`src/rtl/cosarb_pkg.sv`:
```
package cosarb_pkg;
    timeunit 1ns;
    timeprecision 100ps;

    // Arbitration mode held in the state register
    typedef enum logic [1:0] {
        ST_PLAIN = 2'd0,   // class mapping off: oldest first
        ST_CLASS = 2'd1,   // mapped class first, round-robin inside it
        ST_FORCE = 2'd2    // an expired mapped command is pending
    } arb_state_e;

    localparam int LIM_W = 4;
endpackage

```
`src/rtl/cosarb_cfg.sv`:
```
module cosarb_cfg #(
    parameter int ID_W  = 6,
    parameter int LIM_W = 4
) (
    input  logic                   clk,
    input  logic                   rst_n,
    input  logic                   we,
    input  logic [LIM_W+ID_W:0]    wdata,
    output logic [LIM_W-1:0]       lim_q,
    output logic                   map_q,
    output logic [ID_W-1:0]        id_q,
    output logic [LIM_W-1:0]       lim_nx,
    output logic                   map_nx,
    output logic [ID_W-1:0]        id_nx
);
    timeunit 1ns;
    timeprecision 100ps;

    localparam logic [LIM_W-1:0] LIM_RST = '1;

    // values that govern arbitration from the next cycle on
    always_comb begin
        lim_nx = we ? wdata[LIM_W-1:0]          : lim_q;
        map_nx = we ? wdata[LIM_W]              : map_q;
        id_nx  = we ? wdata[LIM_W+ID_W:LIM_W+1] : id_q;
    end

    always_ff @(posedge clk or negedge rst_n) begin
        if (!rst_n) begin
            lim_q <= LIM_RST;
            map_q <= 1'b0;
            id_q  <= '0;
        end else begin
            lim_q <= lim_nx;
            map_q <= map_nx;
            id_q  <= id_nx;
        end
    end
endmodule

```
`src/rtl/cosarb_age.sv`:
```
module cosarb_age #(
    parameter int AGE_W = 5
) (
    input  logic             clk,
    input  logic             rst_n,
    input  logic             req,
    input  logic             gnt,
    output logic [AGE_W-1:0] age_q,
    output logic [AGE_W-1:0] age_nx
);
    timeunit 1ns;
    timeprecision 100ps;

    localparam logic [AGE_W-1:0] AGE_MAX = '1;

    always_comb begin
        if (req && !gnt)
            age_nx = (age_q == AGE_MAX) ? age_q : age_q + AGE_W'(1);
        else
            age_nx = '0;
    end

    always_ff @(posedge clk or negedge rst_n) begin
        if (!rst_n) age_q <= '0;
        else        age_q <= age_nx;
    end
endmodule

```
`src/rtl/cosarb_oldest.sv`:
```
module cosarb_oldest #(
    parameter int N     = 8,
    parameter int AGE_W = 5
) (
    input  logic [N-1:0]       cand,
    input  logic [N*AGE_W-1:0] ages,
    output logic [N-1:0]       sel,
    output logic               any
);
    timeunit 1ns;
    timeprecision 100ps;

    logic [AGE_W-1:0] best;

    // strict compare: equal ages keep the lower index
    always_comb begin
        sel  = '0;
        any  = 1'b0;
        best = '0;
        for (int i = 0; i < N; i++) begin
            if (cand[i] && (!any || ages[i*AGE_W +: AGE_W] > best)) begin
                sel      = '0;
                sel[i]   = 1'b1;
                best     = ages[i*AGE_W +: AGE_W];
                any      = 1'b1;
            end
        end
    end
endmodule

```
`src/rtl/cosarb_rr.sv`:
```
module cosarb_rr #(
    parameter int N     = 8,
    parameter int IDX_W = 3
) (
    input  logic [N-1:0]     cand,
    input  logic [IDX_W-1:0] ptr,
    output logic [N-1:0]     sel
);
    timeunit 1ns;
    timeprecision 100ps;

    logic             found;
    logic [IDX_W-1:0] idx;

    // N is a power of two, so the index wraps by width
    always_comb begin
        sel   = '0;
        found = 1'b0;
        idx   = '0;
        for (int k = 0; k < N; k++) begin
            idx = ptr + IDX_W'(k);
            if (!found && cand[idx]) begin
                sel[idx] = 1'b1;
                found    = 1'b1;
            end
        end
    end
endmodule

```
`src/rtl/cos_arbiter.sv`:
```
module cos_arbiter #(
    parameter int N_SLOTS = 8,   // power of two
    parameter int ID_W    = 6,
    parameter int AGE_W   = 5,   // must exceed the limit width
    parameter int LIM_W   = cosarb_pkg::LIM_W
) (
    input  logic                    clk,
    input  logic                    rst_n,
    input  logic                    cfg_we,
    input  logic [LIM_W+ID_W:0]     cfg_wdata,
    input  logic                    issue_ok,
    input  logic [N_SLOTS-1:0]      slot_req,
    input  logic [N_SLOTS*ID_W-1:0] slot_cid,
    output logic [N_SLOTS-1:0]      slot_gnt
);
    timeunit 1ns;
    timeprecision 100ps;
    import cosarb_pkg::*;

    localparam int IDX_W = (N_SLOTS > 1) ? $clog2(N_SLOTS) : 1;

    arb_state_e state_q, state_d;

    logic [LIM_W-1:0] lim_q, lim_nx;
    logic             map_q, map_nx;
    logic [ID_W-1:0]  id_q, id_nx;

    logic [N_SLOTS*AGE_W-1:0] age_flat;
    logic [N_SLOTS*AGE_W-1:0] age_nx_flat;
    logic [N_SLOTS-1:0]       high_req, low_req, exp_now, exp_nx;
    logic [N_SLOTS-1:0]       sel_all, sel_low, sel_exp, sel_rr, pick;
    logic                     any_all, any_low, any_exp;
    logic [IDX_W-1:0]         ptr_q, gnt_idx;

    cosarb_cfg #(.ID_W(ID_W), .LIM_W(LIM_W)) u_cfg (
        .clk    (clk),
        .rst_n  (rst_n),
        .we     (cfg_we),
        .wdata  (cfg_wdata),
        .lim_q  (lim_q),
        .map_q  (map_q),
        .id_q   (id_q),
        .lim_nx (lim_nx),
        .map_nx (map_nx),
        .id_nx  (id_nx)
    );

    // per-slot age counter and class decode
    for (genvar g = 0; g < N_SLOTS; g++) begin : g_slot
        logic [ID_W-1:0]  cid;
        logic [AGE_W-1:0] age_q, age_nx;

        assign cid = slot_cid[g*ID_W +: ID_W];

        cosarb_age #(.AGE_W(AGE_W)) u_age (
            .clk    (clk),
            .rst_n  (rst_n),
            .req    (slot_req[g]),
            .gnt    (slot_gnt[g]),
            .age_q  (age_q),
            .age_nx (age_nx)
        );

        assign age_flat[g*AGE_W +: AGE_W]    = age_q;
        assign age_nx_flat[g*AGE_W +: AGE_W] = age_nx;
        assign high_req[g] = slot_req[g] && map_q && (cid == id_q);
        assign low_req[g]  = slot_req[g] && !high_req[g];
        assign exp_now[g]  = high_req[g] && (age_q > AGE_W'(lim_q));
        // look-ahead: a held, ungranted mapped command past the next limit
        assign exp_nx[g]   = map_nx && slot_req[g] && !slot_gnt[g] &&
                             (cid == id_nx) && (age_nx > AGE_W'(lim_nx));
    end

    cosarb_oldest #(.N(N_SLOTS), .AGE_W(AGE_W)) u_old_all (
        .cand (slot_req), .ages (age_flat), .sel (sel_all), .any (any_all)
    );
    cosarb_oldest #(.N(N_SLOTS), .AGE_W(AGE_W)) u_old_low (
        .cand (low_req), .ages (age_flat), .sel (sel_low), .any (any_low)
    );
    cosarb_oldest #(.N(N_SLOTS), .AGE_W(AGE_W)) u_old_exp (
        .cand (exp_now), .ages (age_flat), .sel (sel_exp), .any (any_exp)
    );
    cosarb_rr #(.N(N_SLOTS), .IDX_W(IDX_W)) u_rr (
        .cand (high_req), .ptr (ptr_q), .sel (sel_rr)
    );

    // state register
    always_ff @(posedge clk or negedge rst_n) begin
        if (!rst_n) state_q <= ST_PLAIN;
        else        state_q <= state_d;
    end

    // transitions: enable, expire, drain, disable
    always_comb begin
        state_d = state_q;
        unique case (state_q)
            ST_PLAIN: begin
                if (map_nx) state_d = (|exp_nx) ? ST_FORCE : ST_CLASS;
            end
            ST_CLASS: begin
                if (!map_nx)      state_d = ST_PLAIN;
                else if (|exp_nx) state_d = ST_FORCE;
            end
            ST_FORCE: begin
                if (!map_nx)       state_d = ST_PLAIN;
                else if (!(|exp_nx)) state_d = ST_CLASS;
            end
            default: state_d = ST_PLAIN;
        endcase
    end

    // grant selection per state
    always_comb begin
        pick = '0;
        unique case (state_q)
            ST_PLAIN: pick = sel_all;
            ST_CLASS: pick = (|high_req) ? sel_rr : sel_low;
            ST_FORCE: begin
                if (any_exp)        pick = sel_exp;
                else if (|high_req) pick = sel_rr;
                else                pick = sel_low;
            end
            default: pick = '0;
        endcase
        slot_gnt = (issue_ok && any_all) ? pick : '0;
    end

    always_comb begin
        gnt_idx = '0;
        for (int i = 0; i < N_SLOTS; i++)
            if (slot_gnt[i]) gnt_idx = IDX_W'(i);
    end

    always_ff @(posedge clk or negedge rst_n) begin
        if (!rst_n)         ptr_q <= '0;
        else if (|slot_gnt) ptr_q <= gnt_idx + IDX_W'(1);
    end

    logic unused_ok;
    assign unused_ok = any_low;
endmodule

```
`config.mk`:
```
export PLATFORM = sky130hd
export DESIGN_NAME = cos_arbiter
export DESIGN_NICKNAME = d
export VERILOG_FILES = /design/src/rtl/cosarb_pkg.sv /design/src/rtl/cosarb_cfg.sv /design/src/rtl/cosarb_age.sv /design/src/rtl/cosarb_oldest.sv /design/src/rtl/cosarb_rr.sv /design/src/rtl/cos_arbiter.sv
export SDC_FILE = /design/constraint.sdc
export NUM_CORES = 1
export LEC_CHECK = 0
export BUFFER_PORTS_ARGS = -buffer_cell sky130_fd_sc_hd__buf_4
export CAP_MARGIN = 10
export CELL_PAD_IN_SITES_DETAIL_PLACEMENT = 1
export CELL_PAD_IN_SITES_GLOBAL_PLACEMENT = 2
export CORE_ASPECT_RATIO = 1.25
export CORE_MARGIN = 2
export CORE_UTILIZATION = 38
export CTS_CLUSTER_DIAMETER = 50
export DETAILED_ROUTE_END_ITERATION = 10
export PLACE_DENSITY = 0.9
export SETUP_SLACK_MARGIN = 0.3
export SLEW_MARGIN = 15
export SYNTH_ARGS = -nofsm -noshare
export SYNTH_HDL_FRONTEND = slang
export SYNTH_SLANG_ARGS = --single-unit
```
`constraint.sdc`:
```
create_clock -name clk -period 16.9 [get_ports clk]
set_clock_uncertainty 0.15 [all_clocks]
set_input_delay 0.845 -clock clk [delete_from_list [all_inputs] [get_ports clk]]
set_output_delay 0.845 -clock clk [all_outputs]
set_load 0.005 [all_outputs]
```
# After elaboration in Yosys (flattened, before gate mapping)

Cells that the tools add are included.

Add/sub/neg operators: 16
Reductions and logical operators: 179
Mux-type cells: 152
Equality and inequality tests: 29
Magnitude comparators: 53
Bitwise gates (word level): 7

Operators by type and width:

| operator                                                   | count |
|---|---|
| 2-to-1 mux 8 bit                                           | 32 |
| 2-to-1 mux 5 bit                                           | 37 |
| logical AND 1 bit                                          | 109 |
| > comparator 5 bit                                         | 21 |
| equality test 6 bit                                        | 16 |
| > comparator 5 x 4 -> 1 bit                                | 16 |
| bitwise OR 8 bit                                           | 7 |
| 2-to-1 mux 1 bit                                           | 51 |
| logical NOT 1 bit                                          | 44 |
| adder 5 x 1 -> 5 bit, second input constant                | 8 |
| equality test 5 bit, second input constant                 | 8 |
| less-than comparator 3 x 4 -> 1 bit, second input constant | 8 |
| binary-select mux 1 bit (select 3 bit)                     | 8 |
| demux 1 bit (select 3 bit)                                 | 8 |
| >= comparator 3 x 1 -> 1 bit, second input constant        | 8 |
| one-hot mux 8 bit (3 select lines)                         | 1 |
| OR reduction 8 bit                                         | 3 |
| logical OR 1 bit                                           | 21 |
| 2-to-1 mux 3 bit                                           | 6 |
| adder 3 bit, second input constant                         | 4 |
| 2-to-1 mux 2 bit                                           | 6 |
| adder 3 x 1 -> 3 bit, second input constant                | 2 |
| adder 3 x 2 -> 3 bit, second input constant                | 2 |
| 2-to-1 mux 6 bit                                           | 1 |
| other kinds (8)                                            | 9 |

Input bits: 71
Flip-flop bits (word level): 56
Output and inout bits: 8
Logic and storage cells: 449

# Longest topological paths before layout

Gate-level depths: netlist of run 1.

Depth after elaboration: 46
Gate-level depth with buffers: 82
Mapped depth without buffers: 77

# By module

From an unflattened synthesis of run 1, not the netlist that was laid out.

Cell total of the unflattened synthesis: 1452
Area, all modules: 12206.7 sq um

By module, submodules not included:

| module        | area each (sq um) | cells an instance | times used | sequential area each (sq um) |
|---|---|---|---|---|
| cosarb_oldest | 1692.9            | 222               | 3          | 0.0 |
| cos_arbiter   | 3871.2            | 500               | 1          | 125.1 |
| cosarb_age    | 225.2             | 19                | 8          | 125.1 |
| cosarb_rr     | 1002.2            | 111               | 1          | 0.0 |
| cosarb_cfg    | 452.9             | 23                | 1          | 280.3 |

# Least setup slack after synthesis of run 1

No wires, ideal clock.

Path kind: in2reg
Start point: input port slot_req[0]
End point: register state_q[1]
Path slack: 2186 ps
Library setup time: 124 ps
Stages on the path: 73
Arrival: 14440 ps
Path buffers: 4
Data required time: 16626 ps
Cells stage by stage: clkbuf_1 nand2_1 nor4_1 nand2_1 buf_2 nor3_2 nand2_1 ha_1 nor2b_1 o21a_1 o21ai_0 a21o_1 a2111oi_1 mux2_2 ha_1 a21o_1 a21oi_1 o21ai_0 [37 not listed] a21oi_1 a31oi_1 nand4_1 or4_1 o21ai_0 nor4_1 a31oi_1 nand2b_1 nor2_1 ha_1 nor2b_1 o21ai_0 nand2b_1 a21oi_1 o21ai_0 nand4_1 o22ai_1 o31a_1

Cells in the longest elaborated chain, start to end: 46
Elaborated cells on any way between the ends: 279
Those cells by class: order compare (29); eq/ne (2); mux (114); bitwise (7); reduce/logical (127)

Ends and longest elaborated chain:

| what                                                    | RTL line                                                  | source |
|---|---|---|
| start, declared                                         | cos_arbiter.sv:12                                         | `input logic [N_SLOTS-1:0] slot_req,` |
| logical AND 1 bit (2 in a row)                          | cos_arbiter.sv:66                                         | `assign high_req[g] = slot_req[g] && map_q && (cid == id_q);` |
| logical NOT 1 bit                                       | cos_arbiter.sv:67                                         | `assign low_req[g] = slot_req[g] && !high_req[g];` |
| logical AND 1 bit                                       | cos_arbiter.sv:67                                         |  |
| 2-to-1 mux 5 bit or 2-to-1 mux 1 bit (tied branches)    | cosarb_oldest.sv:21                                       | `if (cand[i] && (!any \|\| ages[i*AGE_W +: AGE_W] > best)) begin` |
| > comparator 5 bit or logical NOT 1 bit (tied branches) | cosarb_oldest.sv:21                                       |  |
| logical OR 1 bit                                        | cosarb_oldest.sv:21                                       |  |
| logical AND 1 bit                                       | cosarb_oldest.sv:21                                       |  |
| 2-to-1 mux 5 bit or 2-to-1 mux 1 bit (tied branches)    | cosarb_oldest.sv:21                                       |  |
| [28 not listed]                                         | -                                                         |  |
| named net g_slot[2].u_age.gnt                           | cosarb_age.sv:7                                           | `input logic gnt,` |
| [1 not listed]                                          | -                                                         |  |
| logical AND 1 bit (*)                                   | cosarb_age.sv:17                                          | `if (req && !gnt)` |
| 2-to-1 mux 5 bit (*)                                    | cosarb_age.sv:17                                          |  |
| named net g_slot[2].age_nx[1]                           | cos_arbiter.sv:51                                         | `logic [AGE_W-1:0] age_q, age_nx;` |
| > comparator 5 x 4 -> 1 bit (*)                         | cos_arbiter.sv:71                                         | `(cid == id_nx) && (age_nx > AGE_W'(lim_nx));` |
| logical AND 1 bit (*)                                   | cos_arbiter.sv:71                                         |  |
| OR reduction 8 bit (*)                                  | cos_arbiter.sv:98, cos_arbiter.sv:102, cos_arbiter.sv:106 |  |
| 2-to-1 mux 2 bit (2 in a row)                           | cos_arbiter.sv:98                                         | `if (map_nx) state_d = (\|exp_nx) ? ST_FORCE : ST_CLASS;` |
| one-hot mux 2 bit (3 select lines)                      | cos_arbiter.sv:96                                         | `unique case (state_q)` |
| end signal, assigned                                    | cos_arbiter.sv:90                                         | `else state_q <= state_d;` |
| end, declared                                           | cos_arbiter.sv:22                                         | `arb_state_e state_q, state_d;` |

Mark *: on every way through the listed nets, which the timed path passes. The rest lies on a longest branch. The select of a mux whose other input is x is not followed.
A chain may end at the register's enable or synchronous reset.

# Final worst setup path of run 1

Start point: input port slot_cid[2]
End point: register state_q[1]

Cells in the longest elaborated chain, start to end: 46
Elaborated cells on any way between the ends: 227
Those cells by class: order compare (22); eq/ne (4); mux (91); bitwise (7); reduce/logical (103)

Ends and longest elaborated chain:

| what                                                    | RTL line                                                  | source |
|---|---|---|
| start, declared                                         | cos_arbiter.sv:13                                         | `input logic [N_SLOTS*ID_W-1:0] slot_cid,` |
| equality test 6 bit (*)                                 | cos_arbiter.sv:66                                         |  |
| logical AND 1 bit (*)                                   | cos_arbiter.sv:66                                         |  |
| logical NOT 1 bit                                       | cos_arbiter.sv:67                                         |  |
| logical AND 1 bit                                       | cos_arbiter.sv:67                                         |  |
| 2-to-1 mux 5 bit or 2-to-1 mux 1 bit (tied branches)    | cosarb_oldest.sv:21                                       |  |
| > comparator 5 bit or logical NOT 1 bit (tied branches) | cosarb_oldest.sv:21                                       |  |
| logical OR 1 bit                                        | cosarb_oldest.sv:21                                       |  |
| logical AND 1 bit                                       | cosarb_oldest.sv:21                                       |  |
| [30 not listed]                                         | -                                                         |  |
| logical AND 1 bit (*)                                   | cosarb_age.sv:17                                          |  |
| 2-to-1 mux 5 bit (*)                                    | cosarb_age.sv:17                                          |  |
| named net g_slot[2].age_nx[1]                           | cos_arbiter.sv:51                                         |  |
| > comparator 5 x 4 -> 1 bit (*)                         | cos_arbiter.sv:71                                         |  |
| logical AND 1 bit (*)                                   | cos_arbiter.sv:71                                         |  |
| OR reduction 8 bit (*)                                  | cos_arbiter.sv:98, cos_arbiter.sv:102, cos_arbiter.sv:106 |  |
| 2-to-1 mux 2 bit (2 in a row)                           | cos_arbiter.sv:98                                         |  |
| one-hot mux 2 bit (3 select lines)                      | cos_arbiter.sv:96                                         |  |

Marks and branches as above.

==> results of run 1 <==
[cells in the final DEF (no fill, tap or decap), types with 8 or more instances in the layout]
cell,synthesis,layout
o211ai_1,14,14
nand4_1,53,53
a211oi_1,22,22
and4_1,12,12
or3_1,8,8
or4_1,12,12
o22ai_1,18,18
o21ai_1,7,9
a31oi_1,19,17
ha_1,184,184
o21a_1,16,16
mux2_2,35,35
a21o_1,22,21
dfrtp_1,52,52
nor2_1,95,95
and2_1,14,13
and3_1,10,9
buf_4,14,140
xor2_1,46,46
xnor2_1,79,79
mux2i_1,41,40
o31ai_1,10,10
nand3_1,70,70
nor3_1,47,47
nor4_1,25,25
nand2_1,104,103
inv_1,76,75
nand2b_1,26,22
a21oi_1,86,85
o21ai_0,55,51
nor2b_1,44,44
[flip-flops by register name (all words and copies together), names as in the netlist]
register,cells
u_cfg.map_q,1
ptr_q,3
state_q,2
g_slot.u_age.age_q,40
u_cfg.lim_q,4
u_cfg.id_q,6
[metrics by stage]
stage	power, mW	util	cell area (um^2)
CTS	2.23	0.426	13100
floorplan	1.53	-	11800
detailed placement	2.10	0.421	12900
global placement	2.02	0.421	12900
global route	2.51	0.432	13300
finish	2.32	0.432	13300
[synth_stat cells, types with 14 or more instances]
master / instances
a211oi_1: 22
a21o_1: 22
a21oi_1: 86
a31oi_1: 19
and2_1: 14
buf_4: 14
clkbuf_1: 29
dfrtp_1: 52
ha_1: 184
inv_1: 76
mux2_2: 35
mux2i_1: 41
nand2_1: 104
nand2b_1: 26
nand3_1: 70
nand4_1: 53
nor2_1: 95
nor2b_1: 44
nor3_1: 47
nor4_1: 25
o211ai_1: 14
o21a_1: 16
o21ai_0: 55
o22ai_1: 18
xnor2_1: 79
xor2_1: 46
[report_power, final]
group | switching (mW) | total (mW) | internal [mW]
Sequential | 0.0651 | 0.228 | 0.163
Clock | 0.0702 | 0.128 | 0.0579
Combinational | 1.16 | 1.97 | 0.813
[cells by family after synthesis]
kind of cell    count (synthesis)
xor+xnor                      125
fa+ha+maj                     184
simple gates                  559
compound gates                369
mux                            77
flops                          56
buf+inv                       134
[worst min-delay path by stage]
| stage | from | end | slack, ns | cells after the start |
|---|---|---|---|---|
| floorplan | rst_n | g_slot[0].u_age.age_q[0] | 0.40 | 0 |
| global placement | state_q[1] | state_q[0] | 0.52 | 3 |
| detailed placement | state_q[1] | state_q[0] | 0.53 | 3 |
| CTS | rst_n | g_slot[7].u_age.age_q[0] | 0.49 | 1 |
| global route | rst_n | g_slot[7].u_age.age_q[0] | 0.51 | 1 |
| finish | rst_n | g_slot[6].u_age.age_q[0] | 0.46 | 1 |
[area by class of cell]
cell class	count	share of cell area
flip-flops and latches	56	0.106
multi-input cells	1314	0.743
clock inverters	3	0.00217
inverters	77	0.0220
well taps	407	0.0383
clock buffers	5	0.00942
repair buffers	140	0.0791
[metal layers]
metal  up-vias  track usage  routed length, um
met5         -            0                 23
met4         4        0.216               4140
met3       202       0.0564               3750
met2       598        0.558              25400
li1       5854            -                  -
met1      6428        0.389              21100
[worst reg2reg max path: cells and delay by family (launching register included)]
kind / cells / cell delay (ns)
adders and majority gates: 9 / 2.73
buffers and inverters: 3 / 0.55
DFF: 1 / 0.53
muxes: 5 / 1.48
and+or+nand+nor: 25 / 4.12
AOI/OAI and AO/OA: 32 / 6.01
[what timing repair did]
action | in CTS | in global routing
resized for setup | 0 | 32
setup buffers | 0 | 10
hold buffers | 0 | 0
endpoints found under the setup margin | 0 | 11
==> key figures, run 1 <==
Run
  – Max cap viols: 0

Setup path
  – Worst setup SP type: input port
  – Critical Path Sink Type: register
  – RR Endpoint: state_q[1]
  – Worst setup path startpoint: slot_cid[2]
  – CP top delay family: compound AO/OA/AOI/OAI gates
  – CP Class: in -> reg
  – Critical path buffer and inverter count: 5
  – Worst Path Max Fanout: 11
  – Worst reg2reg startpoint: u_cfg.lim_q[1]
  – Crit path required time: 16.98 ns
  – FF-to-FF setup slack: 1.22 ns
  – Reg2Reg Depth: 74
  – Worst path max stage delay: 0.63 ns
  – Crit path capture: state_q[1]
  – Levels on crit path: 73
  – CP arrival: 15.82 ns
  – CP most frequent cell: a21oi_1
  – Slowest cell on crit path: or4_1

Synthesis
  – Top cell type's share of synthesized area: 0.196
  – Post-synth EDFFs: 0
  – Synth Area in Simple Gates: 0.255
  – Top cells by area, synth: ha_1, dfrtp_1, xnor2_1
  – Synth cell types: 95
  – Syn Inst Count: between 1500 and 2000
  – Avg Cell Area, Syn: 7.82 um^2
  – Post-synthesis compound-gate area fraction: 0.217
  – Top FF cell, synth: dfrtp_1
  – Synth Cell Area: approximately 0.012 mm^2
  – Ys async rst share: 1.00
  – Syn nets: 1759
  – Post-synthesis mux area share: 0.0697
  – Post-Synth Adder-Cell Area: 0.196
  – Sequential area share after synthesis: 0.120
  – Cell type with the largest total area after synthesis: ha_1
  – Yosys warnings: 0
  – Synthesized flop and latch total: 56
  – Synth Area in XOR/XNOR: 0.0931
  – Largest family of logic cells by synthesized area: simple AND/OR/NAND/NOR gates

Power
  – Pwr per Cell Area: between 150 and 200 mW/mm^2
  – LEAKAGE: ~5.7 nW
  – Worst IR drop on VDD: 118 uV

Timing
  – Max-slew headroom: 0.184
  – Peak Freq: 63.5 MHz
  – Final worst setup slack: between 1 and 1.5 ns
  – Final TNS setup: 0 ns
  – Pins Over Slew Limit: 0
  – Worst Max-Slew Pin Slew: roughly 1.2 ns
  – Hold WS: around 0.46 ns
  – Period minus WS final: 15.74 ns
  – Unrepaired setup endpoints after global routing: no
  – Period utilisation layout: 0.931
  – Count of final setup violators: 0
  – Final Hold Vio Count: 0

Die
  – Die width: roughly 160 um
  – DIE AREA: roughly 0.032 mm^2
  – Ports: 79
  – Initial Utilization: 0.383
  – Row count: between 70 and 80
  – Die Span Y: 201 um
  – Core ar.: 0.0307 mm^2

Cells and area
  – # nets final: 1849
  – Fraction of layout cells with a size suffix above 1: 0.151
  – Footprint of the multi-input gates: 0.00987 mm^2
  – # fillers: 3812
  – Final Non-Filler Cells: 2002
  – Synth-to-layout area growth: 13.0%
  – N_diodes: 0
  – Sequential Area: 0.00141 mm^2

Route
  – Drt initial violations: 943
  – DRC Markers: 0
  – Wirelength per Cell: 27.2 um
  – ANT nets after route: 0
  – Total Wirelength: 54.4 mm
  – Pre-antenna DRT Iters: 5
  – Via count: 13086
  – Vias/cell: approximately 6.5

GRT
  – First-pass GRT wire length: between 80 and 90 mm
  – GRT Overall Usage: 0.333
  – Vias in the first global route: 13529
  – Pin count of the biggest net entering global routing: 57
  – Total congestion overflow: 0
  – Initial antenna violation count: 2

Clock network
  – CTS Buf Count: 5
  – Max clock buf depth: 2
  – Clock Sinks: 56
  – Clock root cell: clkbuf_16
  – CTS H-Tree Depth: 2
  – CTS tree: built
  – Clk pin slew, worst setup/hold paths: approximately 0.1 ns
  – Skew-Pair Late Insertion Delay: 0.34 ns

Placement
  – IO Port Bufs: 78
  – Placed insts: 1984
  – RD Place Congestion: 1.02
  – Post-Place Worst Slack: 0.118 ns
  – Dpl hpwl: 44.3 mm

Outcome
  – Status: finished, final reports clean

Min path
  – HP Class: in -> async
Power figures use the tool's default switching activity.
==> run 2, diff against run 1 <==
REMOVE_ABC_BUFFERS = 1   (was default)
SETUP_SLACK_MARGIN = 0.5   (was 0.3)
==> run 2 against run 1 <==
Net effect:
- clock power grew 3%
- global-route usage grew 0.39 points
- power grew 0.32%
- worst setup slack gained 0.027 ns
- worst hold slack gained 0.018 ns
- clock-buffer cell count is the same
- sequential power is essentially flat
- first-iteration DRC count shrank 1.5%
- critical path type is now reg -> reg
- largest cell class unchanged
==> key figures, run 2 (synthesized netlist as in run 1, its figures left out) <==
Timing
  – Peak Freq: around 64 MHz
  – Unrepaired setup endpoints after global routing: no
  – Period minus WS final: 15.71 ns
  – Period utilisation layout: 0.930
  – Final worst setup slack: ~1.2 ns
  – Count of final setup violators: 0
  – Worst Max-Slew Pin Slew: around 1.1 ns
  – Pins Over Slew Limit: 0
  – Final Hold Vio Count: 0
  – Max-slew headroom: 0.231
  – Hold WS: ~0.47 ns

Clock network
  – Skew-Pair Late Insertion Delay: roughly 0.34 ns
  – CTS H-Tree Depth: 2
  – CTS Buf Count: 5
  – Clock root cell: clkbuf_16
  – CTS Hold Bufs: 0
  – Max clock buf depth: 2
  – CTS tree: built
  – Clk pin slew, worst setup/hold paths: 0.11 ns
  – Clock Sinks: 56

Power
  – Net Sw Power: 1.31 mW
  – Combinational power share: 0.844
  – Reg power frac: 0.099
  – Pwr per Cell Area: between 150 and 200 mW/mm^2
  – LEAKAGE: between 5 and 6 nW
  – Worst IR drop on VDD: 113 uV
  – Switching Share: 0.560
  – P_int: 1.03 mW
  – Total power: 2.33 mW
  – Power share of the clock group: 0.057

GRT
  – Met2 Use GR: 0.566
  – Total congestion overflow: 0
  – Pin count of the biggest net entering global routing: 57
  – Vias in the first global route: 13496
  – First-pass GRT wire length: 83.5 mm
  – Met1 global-route usage: 0.407
  – Most used routing layer: met2
  – GRT Overall Usage: 0.336
  – Initial antenna violation count: 1
  – GR Util met3: 0.0550

Setup path
  – Worst Path Max Fanout: 11
  – Worst reg2reg startpoint: u_cfg.lim_q[1]
  – RR Endpoint: state_q[1]
  – Worst setup SP type: register
  – Slowest cell on crit path: or4_1
  – Worst path max stage delay: 0.61 ns
  – Critical Path Sink Type: register
  – Crit path required time: 17.03 ns
  – Reg2Reg Depth: between 70 and 80
  – FF-to-FF setup slack: 1.19 ns
  – CP arrival: roughly 16 ns
  – CP Class: reg -> reg

Route
  – Total Wirelength: 55.3 mm
  – Wirelength per Cell: 27.7 um
  – Drt initial violations: approximately 930
  – Via count: 12949
  – DRC Markers: 0
  – Pre-antenna DRT Iters: 5
  – ANT nets after route: 0
  – Vias/cell: 6.48

Placement
  – IO Port Bufs: 78
  – Placed insts: 1983
  – Dpl hpwl: around 45 mm
  – RD Place Congestion: 0.970
  – Post-Place Worst Slack: -0.394 ns

Cells and area
  – N_diodes: 0
  – Synth-to-layout area growth: 13.3%
  – Top Registers: g_slot.u_age.age_q (40), u_cfg.id_q (6), u_cfg.lim_q (4)
  – Largest reg by FF count: g_slot.u_age.age_q
  – # nets final: 1845
  – Final Non-Filler Cells: 1998
  – Commonest non-fill, non-tap cells in the layout: ha_1, buf_4, nand2_1, nor2_1, a21oi_1
  – Sequential Area: 0.00141 mm^2
  – Fraction of layout cells with a size suffix above 1: 0.158
  – Footprint of the multi-input gates: 0.00994 mm^2
  – Most common cell after layout, fill and taps aside: ha_1
  – Max reg flops: 40
  – # fillers: 3798

Min path
  – HP Class: in -> async

Die
  – Initial Utilization: 0.383
  – Row count: 72
  – Die width: 161 um
  – Die Span Y: 201 um
  – Core ar.: 0.0307 mm^2
  – Ports: 79
  – DIE AREA: 0.0324 mm^2

Outcome
  – Status: finished, final reports clean

Run
  – Max cap viols: 0
## run 2: layer usage
metal	share of wire	wire length, um
met2	0.47	26000
met3	0.063	3460
met4	0.062	3410
met1	0.41	22400
met5	0.00024	13
## run 2: stage by stage
stage | TNS, ns | utilization | area [um^2]
floorplan | 0 | - | 11500
global placement | -0.149 | 0.421 | 12900
detailed placement | -0.770 | 0.421 | 12900
CTS | 0 | 0.427 | 13100
global route | 0 | 0.433 | 13300
finish | 0 | 0.433 | 13300
## run 2: worst max path at each step
stage               slack [ns]    endpoint           start
floorplan                 2.14  state_q[1]     slot_cid[2]
global placement         -0.08  state_q[1]     slot_cid[3]
detailed placement       -0.39  state_q[1]     slot_cid[3]
CTS                       0.59  state_q[1]     slot_cid[3]
global route              0.47  state_q[1]     slot_cid[4]
finish                    1.19  state_q[1]  u_cfg.lim_q[1]
## run 2: critical path: cells and delay by family, from the launching register on
kind	cells	cell delay [ns]
compound gates	30	5.75
fa+ha+maj	9	2.73
buf+inv	3	0.56
flops	1	0.53
mux	7	1.99
simple gates	23	3.93
## run 2: cell type report
class                           instances  area share
Timing Repair Buffer                  136      0.0767
Sequential cell                        56       0.106
Clock inverter                          3     0.00216
Clock buffer                            5     0.00940
Multi-Input combinational cell       1314       0.746
Inverter                               77      0.0217
Tap cell                              407      0.0382
## run 2: power groups by stage
| stage | Combinational, mW | Clock [mW] | Sequential, mW |
|---|---|---|---|
| finish | 1.97 | 0.132 | 0.231 |
| global route | 2.16 | 0.137 | 0.235 |
| CTS | 1.88 | 0.136 | 0.229 |
| detailed placement | 1.86 | 0 | 0.231 |
| global placement | 1.81 | 0 | 0.231 |
| floorplan | 1.27 | 0 | 0.219 |
## run 2: what timing repair did
| action | CTS | global route |
|---|---|---|
| pin swaps | 1 | 6 |
| setup buffers | 1 | 6 |
| setup endpoints to repair | 2 | 12 |
| resized for setup | 4 | 42 |
==> run 3, diff against run 2 <==
CTS_BUF_LIST = sky130_fd_sc_hd__clkbuf_8   (was default)
==> run 3 against run 2 <==
Net effect:
- worst hold slack worse by 0.060 ns
- fmax increased by 0.30%
- design area shrank 0.48%
- non-clock buffer count stayed put
- sequential power hardly changed
- die area unchanged
- highest routed layer unchanged
==> key figures, run 3 (synthesized netlist as in run 1, its figures left out) <==
Route
  – Drt initial violations: 846
  – Total Wirelength: ~55 mm
  – DRC Markers: 0
  – Pre-antenna DRT Iters: 5
  – Via count: 12955
  – Vias/cell: 6.48
  – ANT nets after route: 0
  – Wirelength per Cell: around 28 um

Cells and area
  – Final instance area: 0.0133 mm^2
  – Most common cell after layout, fill and taps aside: ha_1
  – Max reg flops: 40
  – Synth-to-layout area growth: 12.7%
  – # fillers: 3800
  – N_diodes: 0
  – Largest reg by FF count: g_slot.u_age.age_q
  – Fraction of layout cells with a size suffix above 1: 0.157
  – Final Non-Filler Cells: around 2000
  – Commonest non-fill, non-tap cells in the layout: ha_1, buf_4, nand2_1, nor2_1, a21oi_1
  – # nets final: 1845
  – Top Registers: g_slot.u_age.age_q (40), u_cfg.id_q (6), u_cfg.lim_q (4)

Setup path
  – CP Class: reg -> reg
  – Crit path required time: 17.09 ns
  – Worst setup SP type: register
  – CP top delay family: compound AO/OA/AOI/OAI gates
  – CP arrival: 15.85 ns
  – Critical path buffer and inverter count: 3
  – Critical Path Sink Type: register
  – Worst path max stage delay: 0.61 ns
  – Slowest cell on crit path: or4_1
  – Worst Path Max Fanout: 11

Die
  – Core ar.: 0.0307 mm^2
  – Ports: a little under 80
  – Die width: 161 um
  – Die Span Y: approximately 200 um
  – Initial Utilization: 0.383
  – Row count: between 70 and 80
  – DIE AREA: 0.0324 mm^2

Placement
  – IO Port Bufs: ~80
  – RD Place Congestion: 0.970
  – Dpl hpwl: 44.6 mm
  – Placed insts: 1983
  – Post-Place Worst Slack: -0.394 ns
  – DP Area: 0.0129 mm^2

Timing
  – Period minus WS final: approximately 16 ns
  – Max-slew headroom: 0.217
  – Final worst setup slack: around 1.2 ns
  – Final Hold Vio Count: 0
  – Period utilisation layout: 0.927
  – Worst Max-Slew Pin Slew: about 1.1 ns
  – Pins Over Slew Limit: 0
  – Count of final setup violators: 0
  – Peak Freq: 63.9 MHz
  – Unrepaired setup endpoints after global routing: no

Clock network
  – Clock root cell: clkbuf_8
  – CTS H-Tree Depth: 2
  – Clk pin slew, worst setup/hold paths: about 0.16 ns
  – CTS Buf Count: 5
  – Clock Sinks: 56
  – Max clock buf depth: 2
  – CTS tree: built
  – Skew-Pair Late Insertion Delay: 0.39 ns

Min path
  – HP Class: in -> async

Power
  – LEAKAGE: 5.72 nW
  – Pwr per Cell Area: 173 mW/mm^2
  – Worst IR drop on VDD: 109 uV

Run
  – Max cap viols: 0

GRT
  – Initial antenna violation count: 1
  – Pin count of the biggest net entering global routing: 57
  – Total congestion overflow: 0
  – First-pass GRT wire length: 83.4 mm
  – GRT Overall Usage: 0.336
  – Vias in the first global route: between 10000 and 15000

Outcome
  – Status: finished, final reports clean
run 3: cell counts in the layout (fill, tap and decap cells not counted):
No cell type changed its count.
run 3: worst paths after layout:
path / startpoint / to / slack, ns / cells after the start
hold / removal: rst_n / g_slot[4].u_age.age_q[4] / 0.41 / 1
max in group asynchronous: rst_n / g_slot[1].u_age.age_q[3] / 15.62 / 1
setup / recovery: u_cfg.lim_q[1] / state_q[1] / 1.24 / 72
min in group clk: cfg_wdata[4] / u_cfg.map_q / 0.59 / 2
setup reg to reg: u_cfg.lim_q[1] / state_q[1] / 1.24 / 72
hold reg to reg: state_q[1] / state_q[0] / 0.60 / 3
run 3: area by class of cell:
cell class	instances	area [um^2]	share of cell area
inverters	77	289	0.0218
repair buffers	136	1020	0.0770
multi-input cells	1314	9930	0.749
clock buffers	5	68.8	0.00519
clock inverters	3	28.8	0.00217
flip-flops and latches	56	1410	0.106
well taps	407	509	0.0384
run 3: what timing repair did:
action / in CTS / in global routing
pin swaps: 1 / 7
hold buffers: 0 / 0
gates resized for setup: 3 / 41
buffers inserted: 1 / 6
setup endpoints to repair: 2 / 12
run 3: worst reg2reg max path: cells and delay by family, from the launching register on:
kind / cells / cell delay [ns]
compound gates: 34 / 6.41
fa+ha+maj: 9 / 2.69
buf+inv: 3 / 0.57
flops: 1 / 0.54
mux: 4 / 1.35
simple gates: 22 / 3.94
run 3: per-layer routing:
| metal | share of wire | vias to the layer above | track usage |
|---|---|---|---|
| li1 | - | 5841 | - |
| met1 | 0.41 | 6429 | 0.410 |
| met5 | 0.00024 | - | 0 |
| met3 | 0.062 | 173 | 0.0494 |
| met4 | 0.064 | 2 | 0.183 |
| met2 | 0.47 | 510 | 0.566 |
run 3: metrics by stage:
step	setup TNS, ns	power [mW]	utilization	hold slack [ns]
after floorplan	0	1.49	-	0.399
after global placement	-0.149	2.04	0.421	0.556
after detailed placement	-0.770	2.10	0.421	0.568
after CTS	0	2.22	0.425	0.436
after global routing	0	2.50	0.431	0.462
final	0	2.30	0.431	0.415
run 3: where the power goes:
group	switching [mW]	internal, mW
Sequential	0.0680	0.163
Combinational	1.15	0.806
Clock	0.0719	0.0318
